### src/rtl/irq_ctrl2.sv
module irq_ctrl2 #(
  parameter int PA_W = 8,
  parameter int PB_W = 1,
  parameter int VEC_W = 13,
  parameter logic [VEC_W-1:0] VECTOR = 'h4
) (
  input  logic             clk,
  input  logic             rst_n,
  input  logic [2:0]       ev_core,
  input  logic [PA_W-1:0]  ev_pa,
  input  logic [PB_W-1:0]  ev_pb,
  input  logic             irq_ack,
  input  logic             irq_ret,
  input  logic [2:0]       reg_addr,
  input  logic             reg_wr,
  input  logic [7:0]       reg_wdata,
  output logic [7:0]       reg_rdata,
  output logic             irq,
  output logic [VEC_W-1:0] irq_vector,
  output logic             wake
);
  localparam logic [2:0] A_CORE = 3'd0;
  localparam logic [2:0] A_PFA  = 3'd1;
  localparam logic [2:0] A_PFB  = 3'd2;
  localparam logic [2:0] A_PEA  = 3'd3;
  localparam logic [2:0] A_PEB  = 3'd4;

  logic [1:0]      phase;
  logic [1:0]      pend;
  logic [2:0]      core_flag, core_en;
  logic            gie, peie;
  logic [PA_W-1:0] pf_a, pe_a;
  logic [PB_W-1:0] pf_b, pe_b;

  wire q1     = (phase == 2'd0);
  wire wr_core = reg_wr && reg_addr == A_CORE;
  wire wr_pfa  = reg_wr && reg_addr == A_PFA;
  wire wr_pfb  = reg_wr && reg_addr == A_PFB;
  wire wr_pea  = reg_wr && reg_addr == A_PEA;
  wire wr_peb  = reg_wr && reg_addr == A_PEB;

  wire [2:0] hw_core = {ev_core[2], q1 ? (pend | ev_core[1:0]) : 2'b00};

  always_ff @(posedge clk or negedge rst_n) begin
    if (!rst_n) begin
      phase     <= '0;
      pend      <= '0;
      core_flag <= '0;
      core_en   <= '0;
      gie       <= 1'b0;
      peie      <= 1'b0;
      pf_a      <= '0;
      pe_a      <= '0;
      pf_b      <= '0;
      pe_b      <= '0;
    end else begin
      phase     <= phase + 2'd1;
      pend      <= q1 ? 2'b00 : (pend | ev_core[1:0]);
      core_flag <= (wr_core ? reg_wdata[2:0] : core_flag) | hw_core;
      if (wr_core) begin
        core_en <= reg_wdata[5:3];
        peie    <= reg_wdata[6];
      end
      if (irq_ack)      gie <= 1'b0;
      else if (irq_ret) gie <= 1'b1;
      else if (wr_core) gie <= reg_wdata[7];
      pf_a <= (wr_pfa ? reg_wdata[PA_W-1:0] : pf_a) | ev_pa;
      pf_b <= (wr_pfb ? reg_wdata[PB_W-1:0] : pf_b) | ev_pb;
      if (wr_pea) pe_a <= reg_wdata[PA_W-1:0];
      if (wr_peb) pe_b <= reg_wdata[PB_W-1:0];
    end
  end

  wire core_hit  = |(core_flag & core_en);
  wire periph_hit = peie && (|(pf_a & pe_a) || |(pf_b & pe_b));

  assign wake       = core_hit || periph_hit;
  assign irq        = gie && wake;
  assign irq_vector = VECTOR;

  logic [7:0] rd_pfa, rd_pea, rd_pfb, rd_peb;
  always_comb begin
    rd_pfa = '0; rd_pfa[PA_W-1:0] = pf_a;
    rd_pea = '0; rd_pea[PA_W-1:0] = pe_a;
    rd_pfb = '0; rd_pfb[PB_W-1:0] = pf_b;
    rd_peb = '0; rd_peb[PB_W-1:0] = pe_b;
    case (reg_addr)
      A_CORE:  reg_rdata = {gie, peie, core_en, core_flag};
      A_PFA:   reg_rdata = rd_pfa;
      A_PFB:   reg_rdata = rd_pfb;
      A_PEA:   reg_rdata = rd_pea;
      A_PEB:   reg_rdata = rd_peb;
      default: reg_rdata = 8'h00;
    endcase
  end
endmodule


### config.mk
export PLATFORM = sky130hd
export DESIGN_NAME = irq_ctrl2
export DESIGN_NICKNAME = d
export VERILOG_FILES = /design/src/rtl/irq_ctrl2.sv
export SDC_FILE = /design/constraint.sdc
export NUM_CORES = 1
export LEC_CHECK = 0
export BUFFER_PORTS_ARGS = -buffer_cell sky130_fd_sc_hd__buf_2
export CAP_MARGIN = 10
export CORE_MARGIN = 2
export CORE_UTILIZATION = 30
export DETAILED_ROUTE_END_ITERATION = 10
export PLACE_DENSITY_LB_ADDON = 0.12
export SYNTH_ARGS = -nofsm -noshare
export SYNTH_HDL_FRONTEND = slang
export SYNTH_SLANG_ARGS = --single-unit
export TNS_END_PERCENT = 50
### constraint.sdc
create_clock -name clk -period 1.6 [get_ports clk]
set_input_delay 0.32 -clock clk [delete_from_list [all_inputs] [get_ports clk]]
set_output_delay 0.32 -clock clk [all_outputs]
set_load 0.02 [all_outputs]
# ---- Word-level counts from Yosys, hierarchy flattened
# Index checks and enable logic that the tools add are counted.
dict set report totals {
  ff_bits 30
  input_bits 28
  output_inout_bits 23
  elab_cells 45
}
dict set report classes {
  n_addsub 1
  eq_ne 4
  n_mux 9
  n_bitwise 7
  n_reduce_logical 14
}
# operator count
set ops {}
lappend ops {{$pmux 8 s5} 1}
lappend ops {{$and 8x8->8} 1}
lappend ops {{$mux 8} 1}
lappend ops {{$or 8x8->8} 1}
lappend ops {{$reduce_or 8->1} 1}
lappend ops {{$logic_and 1x1->1} 7}
lappend ops {{$eq 3x2->1 const B} 2}
lappend ops {{$mux 1} 4}
lappend ops {{$mux 2} 2}
lappend ops {{$and 3x3->3} 1}
lappend ops {{$eq 3x1->1 const B} 1}
lappend ops {{$eq 3x3->1 const B} 1}
lappend ops {{$logic_not 3->1} 1}
lappend ops {{$mux 3} 1}
lappend ops {{$or 3x3->3} 1}
lappend ops {{$reduce_bool 3->1} 1}
lappend ops {{$reduce_or 3->1} 1}
lappend ops {{$add 2x1->2 const B} 1}
lappend ops {{$logic_not 2->1} 1}
lappend ops {{$logic_or 1x1->1} 2}
lappend ops {{$or 2x2->2} 1}
lappend ops {{$and 1x1->1} 1}
lappend ops {{$or 1x1->1} 1}

# ---- Logic depth before layout (Yosys ltp)
dict set report logic_depth {
  ltp_word 6
  depth_mapped 5
  ltp_nobuf 4
}

# ---- Least setup slack after synthesis
# Ideal clock, no wire load.
dict set report synth_path {
  kind {input-to-output}
  from {input reg_addr[0]}
  to {output reg_rdata[0]}
  arrival_ps 1203
  setup_slack_ps 77
  stages 4
  n_path_buf 1
  path_cell_list {buf_4 -> mux4_2 -> inv_1 -> o32ai_1}
}
dict set report synth_between {
  elab_chain_cells 2
  word_cells_on_any_way 6
  cone_classes {eq/ne: 4; mux: 1; reduce/logical: 1}
}
# item line
set synth_lines {}
lappend synth_lines {{from (decl)} 14} ;# input logic [2:0] reg_addr,
lappend synth_lines {{$eq 3x3->1, or another cell as far along} 87} ;# case (reg_addr)
lappend synth_lines {{$pmux 8 s5 (*)} 87}
lappend synth_lines {{to (decl)} 17} ;# output logic [7:0] reg_rdata,
# Every way passes the cells marked *; elsewhere a longest branch is shown, timed or not.

# ---- Final worst setup path
dict set report layout_path {
  from {register pf_a[1]}
  to {output reg_rdata[1]}
}
dict set report layout_between {
  elab_chain_cells 1
}
# item line
set layout_lines {}
lappend layout_lines {{from (decl)} 32} ;# logic [PA_W-1:0] pf_a, pe_a;
lappend layout_lines {{from (signal assigned)} 67} ;# pf_a <= (wr_pfa ? reg_wdata[PA_W-1:0] : pf_a) | ev_pa;
lappend layout_lines {{$pmux 8 s5} 87}
# Every way passes these cells.

==> summary.txt <==
Outcome
  – Outcome: complete, but fails checks
  – Failing checks: setup timing

Synth
  – Synth Area in Compound Gates: 12.8%
  – Asr flop ratio synth: 100%
  – Post-synth EDFFs: 0
  – Synthesized flop and latch total: 30
  – Seq/Total Area, Yosys: 46.8%
  – Netlist cell types: 29
  – Synth area leader: dfrtp_1
  – Post-synthesis adder-cell area fraction: less than 1%
  – Area of the mapped netlist: 0.00161 sq mm
  – Count leader, synth: dfrtp_1
  – Combinational family with the most area after synthesis: multiplexers
  – YS warnings: 0
  – Mapped Cells: 147
  – Ys flop type: dfrtp_1
  – Simple logic cell fraction of the synthesized area: 14.5%
  – Synth top area share: 46.8%
  – Top cells by area, synth: dfrtp_1 47%, mux2_2 9.1%, buf_4 7.0%
  – Post-synthesis mux area share: 16.1%
  – Post-synth top cells: 30 x dfrtp_1, 19 x nor2_1, 15 x buf_4, 13 x mux2_2, 11 x nor2b_1
  – Xor/xnor share of the synthesized area: 0%
  – Syn_area_per_cell: 10.9 sq um

Final layout
  – Multi-input gate area: ~770 sq um
  – Area Overhead vs Synth: 34.5%
  – Ratio of cells with drive above 1 in the final layout: 42.9%
  – Fillers: 528
  – Sequential cell area: 751 sq um
  – Ant diodes: 0
  – Nets: 240

Critical path
  – WP data arrival: 1.57 ns
  – Crit. End Element: primary output
  – Slowest CP cell: dfrtp_1
  – WS Path Type: flop to primary output
  – Crit path launch type: flop
  – Crit path largest cell delay: 0.39 ns
  – Top delay family on crit path: buffers and inverters
  – Worst-path cell chain: buf_4, buf_6, buf_6, mux2i_1, nor2_1, a21oi_1, nor2_1, buf_4
  – Worst path bufs/invs: 4
  – WP data required: between 1 and 1.5 ns
  – Critical Path Fanout Max: 2

STA
  – Endpoints failing hold: 0
  – Setup ws final: -0.290 ns
  – Final period utilization: 118%
  – Slew headroom: ~54%
  – Least-Margin Pin Slew: ~0.70 ns
  – Max-slew violation count: 0
  – Crit path time final: 1.89 ns
  – Final setup viols: 9
  – Setup_tns: -1.17 ns
  – FMAX: 529 MHz
  – RSZ-0062 raised after global routing: true
  – Fin Clk Skew: about 0.0015 ns

Routing
  – Final ANT Viol Nets: 0
  – 1st-iter DRT viols: 69
  – First-pass DRT Iterations: 4
  – Number of remaining DRC errors: 0
  – Post-DR wirelength/cell: 14.9 microns
  – Via Count: 1324
  – Vias/cell: 4.70
  – Post-Route WL: 4.20 mm

Floorplan
  – Row count: 26
  – Initial Utilization: 31.2%
  – Core Area: 0.00514 sq mm
  – Die Area: 0.00595 sq mm
  – IO Pins: 51
  – Die W: 77.2 microns
  – Chip height: 77.2 microns

Clocking
  – Clock slew at reported path FFs: 0.07 ns
  – Clk_lat worst skew: 0.27 ns
  – Root buffer cell: clkbuf_8
  – CTS Buf Count: 5
  – Post-CTS Hold Fix Bufs: 0
  – TritonCTS clock tree: yes
  – CTS Buffer Depth: 2
  – CTS H-tree depth: 2
  – CTS sink count: 30

Pwr
  – Total chip power: ~2 mW
  – Leakage Power: 0.990 nW
  – Worst vdd ir: 491 uV
  – Power Dens Cells: 938 mW/mm^2

Placed design
  – I/O Buffers: 37
  – DPL Wire Length: 3.12 mm
  – Gpl congestion: between 0.8 and 0.9

Global routing
  – Largest net degree at the start of global routing: 31
  – Initial antenna violation count: 0
  – Vias in the first global route: 1350
  – Gr usage total: between 10% and 20%
  – Global-route wire length before repair: 6.77 mm
  – Gr ovfl total: 0

Min path
  – Hold WC Path Type: input port to async pin

Flow run
  – MaxCap Viol Count: 0
[layout make-up]
cell class                      instances  area share, %
Inverter                                3          0.521
Timing Repair Buffer                   64           20.8
Multi-Input combinational cell        107           35.6
Clock buffer                            7           4.00
Clock inverter                          1          0.232
Tap cell                               70           4.06
Sequential cell                        30           34.8
[worst reg2reg max path: stages (launching register included)]
cell	delay (ns)
dfrtp_1	0.39
buf_4	0.14
buf_6	0.10
buf_6	0.10
nor2b_1	0.12
a211o_1	0.27
[registers in the layout (all words and copies together) (netlist names)]
| name | flops |
|---|---|
| core_en | 3 |
| core_flag | 3 |
| gie | 1 |
| pe_a | 8 |
| pe_b | 1 |
| peie | 1 |
| pend | 2 |
| pf_a | 8 |
| pf_b | 1 |
| phase | 2 |
[repair_timing]
action                                  in CTS  in global routing
pin swaps                                    3                  2
endpoints found under the setup margin       9                 10
gates resized for setup                     10                  3
buffers inserted                             1                  1
[cells in the final DEF, fill, tap and decap left out, types with 3 or more instances in the layout]
cell type  count
conb_1        13
nand2_1        5
buf_2         32
buf_12         3
mux2i_1        9
a211o_1       10
nor2b_1       11
buf_4         25
mux2_2        13
buf_6          3
clkbuf_8       6
dfrtp_1       30
a21oi_1        7
nor2_1        19
[metrics by stage]
| step | hold WS, ns | cells | setup WS (ns) | util, % | area (sq um) |
|---|---|---|---|---|---|
| 3_5_place_dp | 0.399 | 272 | -0.123 | 39.3 | 2020 |
| 3_3_place_gp | 0.396 | 272 | -0.113 | 39.3 | 2020 |
| 5_1_grt | 0.134 | 282 | -0.399 | 42.0 | 2160 |
| 6_report | 0.0806 | 282 | -0.290 | 42.0 | 2160 |
| 2_1_floorplan | 0.0244 | 158 | 0.0773 | - | 1650 |
| 4_1_cts | 0.102 | 281 | -0.289 | 41.7 | 2140 |
[cell families after synthesis]
family,Yosys count
simple gates,42
flops,30
compound gates,28
mux,23
buf+inv,21
other cells,2
fa+ha+maj,1
[routing by layer]
metal	vias up	wire [microns]	GRT usage [%]
met2	48	2000	24.3
met4	0	40	4.82
li1	626	-	-
met5	-	0	0
met1	645	1930	18.3
met3	5	226	4.12
[power by group]
group,total [mW],internal [mW],switching [mW]
combinational,0.499,0.257,0.241
clock,0.624,0.346,0.278
sequential,0.903,0.843,0.0596
total,2.03,1.45,0.579
[final timing paths]
check | start | cells after the start | slack, ns | endpoint
min | rst_n | 1 | 0.08 | pe_a[0]$_DFFE_PN0P_
max in group asynchronous | rst_n | 1 | 1.07 | core_en[1]$_DFFE_PN0P_
min in group clk | irq_ack | 2 | 0.19 | gie$_DFFE_PN0P_
min reg2reg | phase[0]$_DFF_PN0_ | 1 | 0.41 | phase[0]$_DFF_PN0_
max reg2reg | pf_a[1]$_DFF_PN0_ | 5 | 0.37 | pf_a[1]$_DFF_PN0_
max | pf_a[1]$_DFF_PN0_ | 8 | -0.29 | reg_rdata[1]
(Power assumes the default switching activity.)
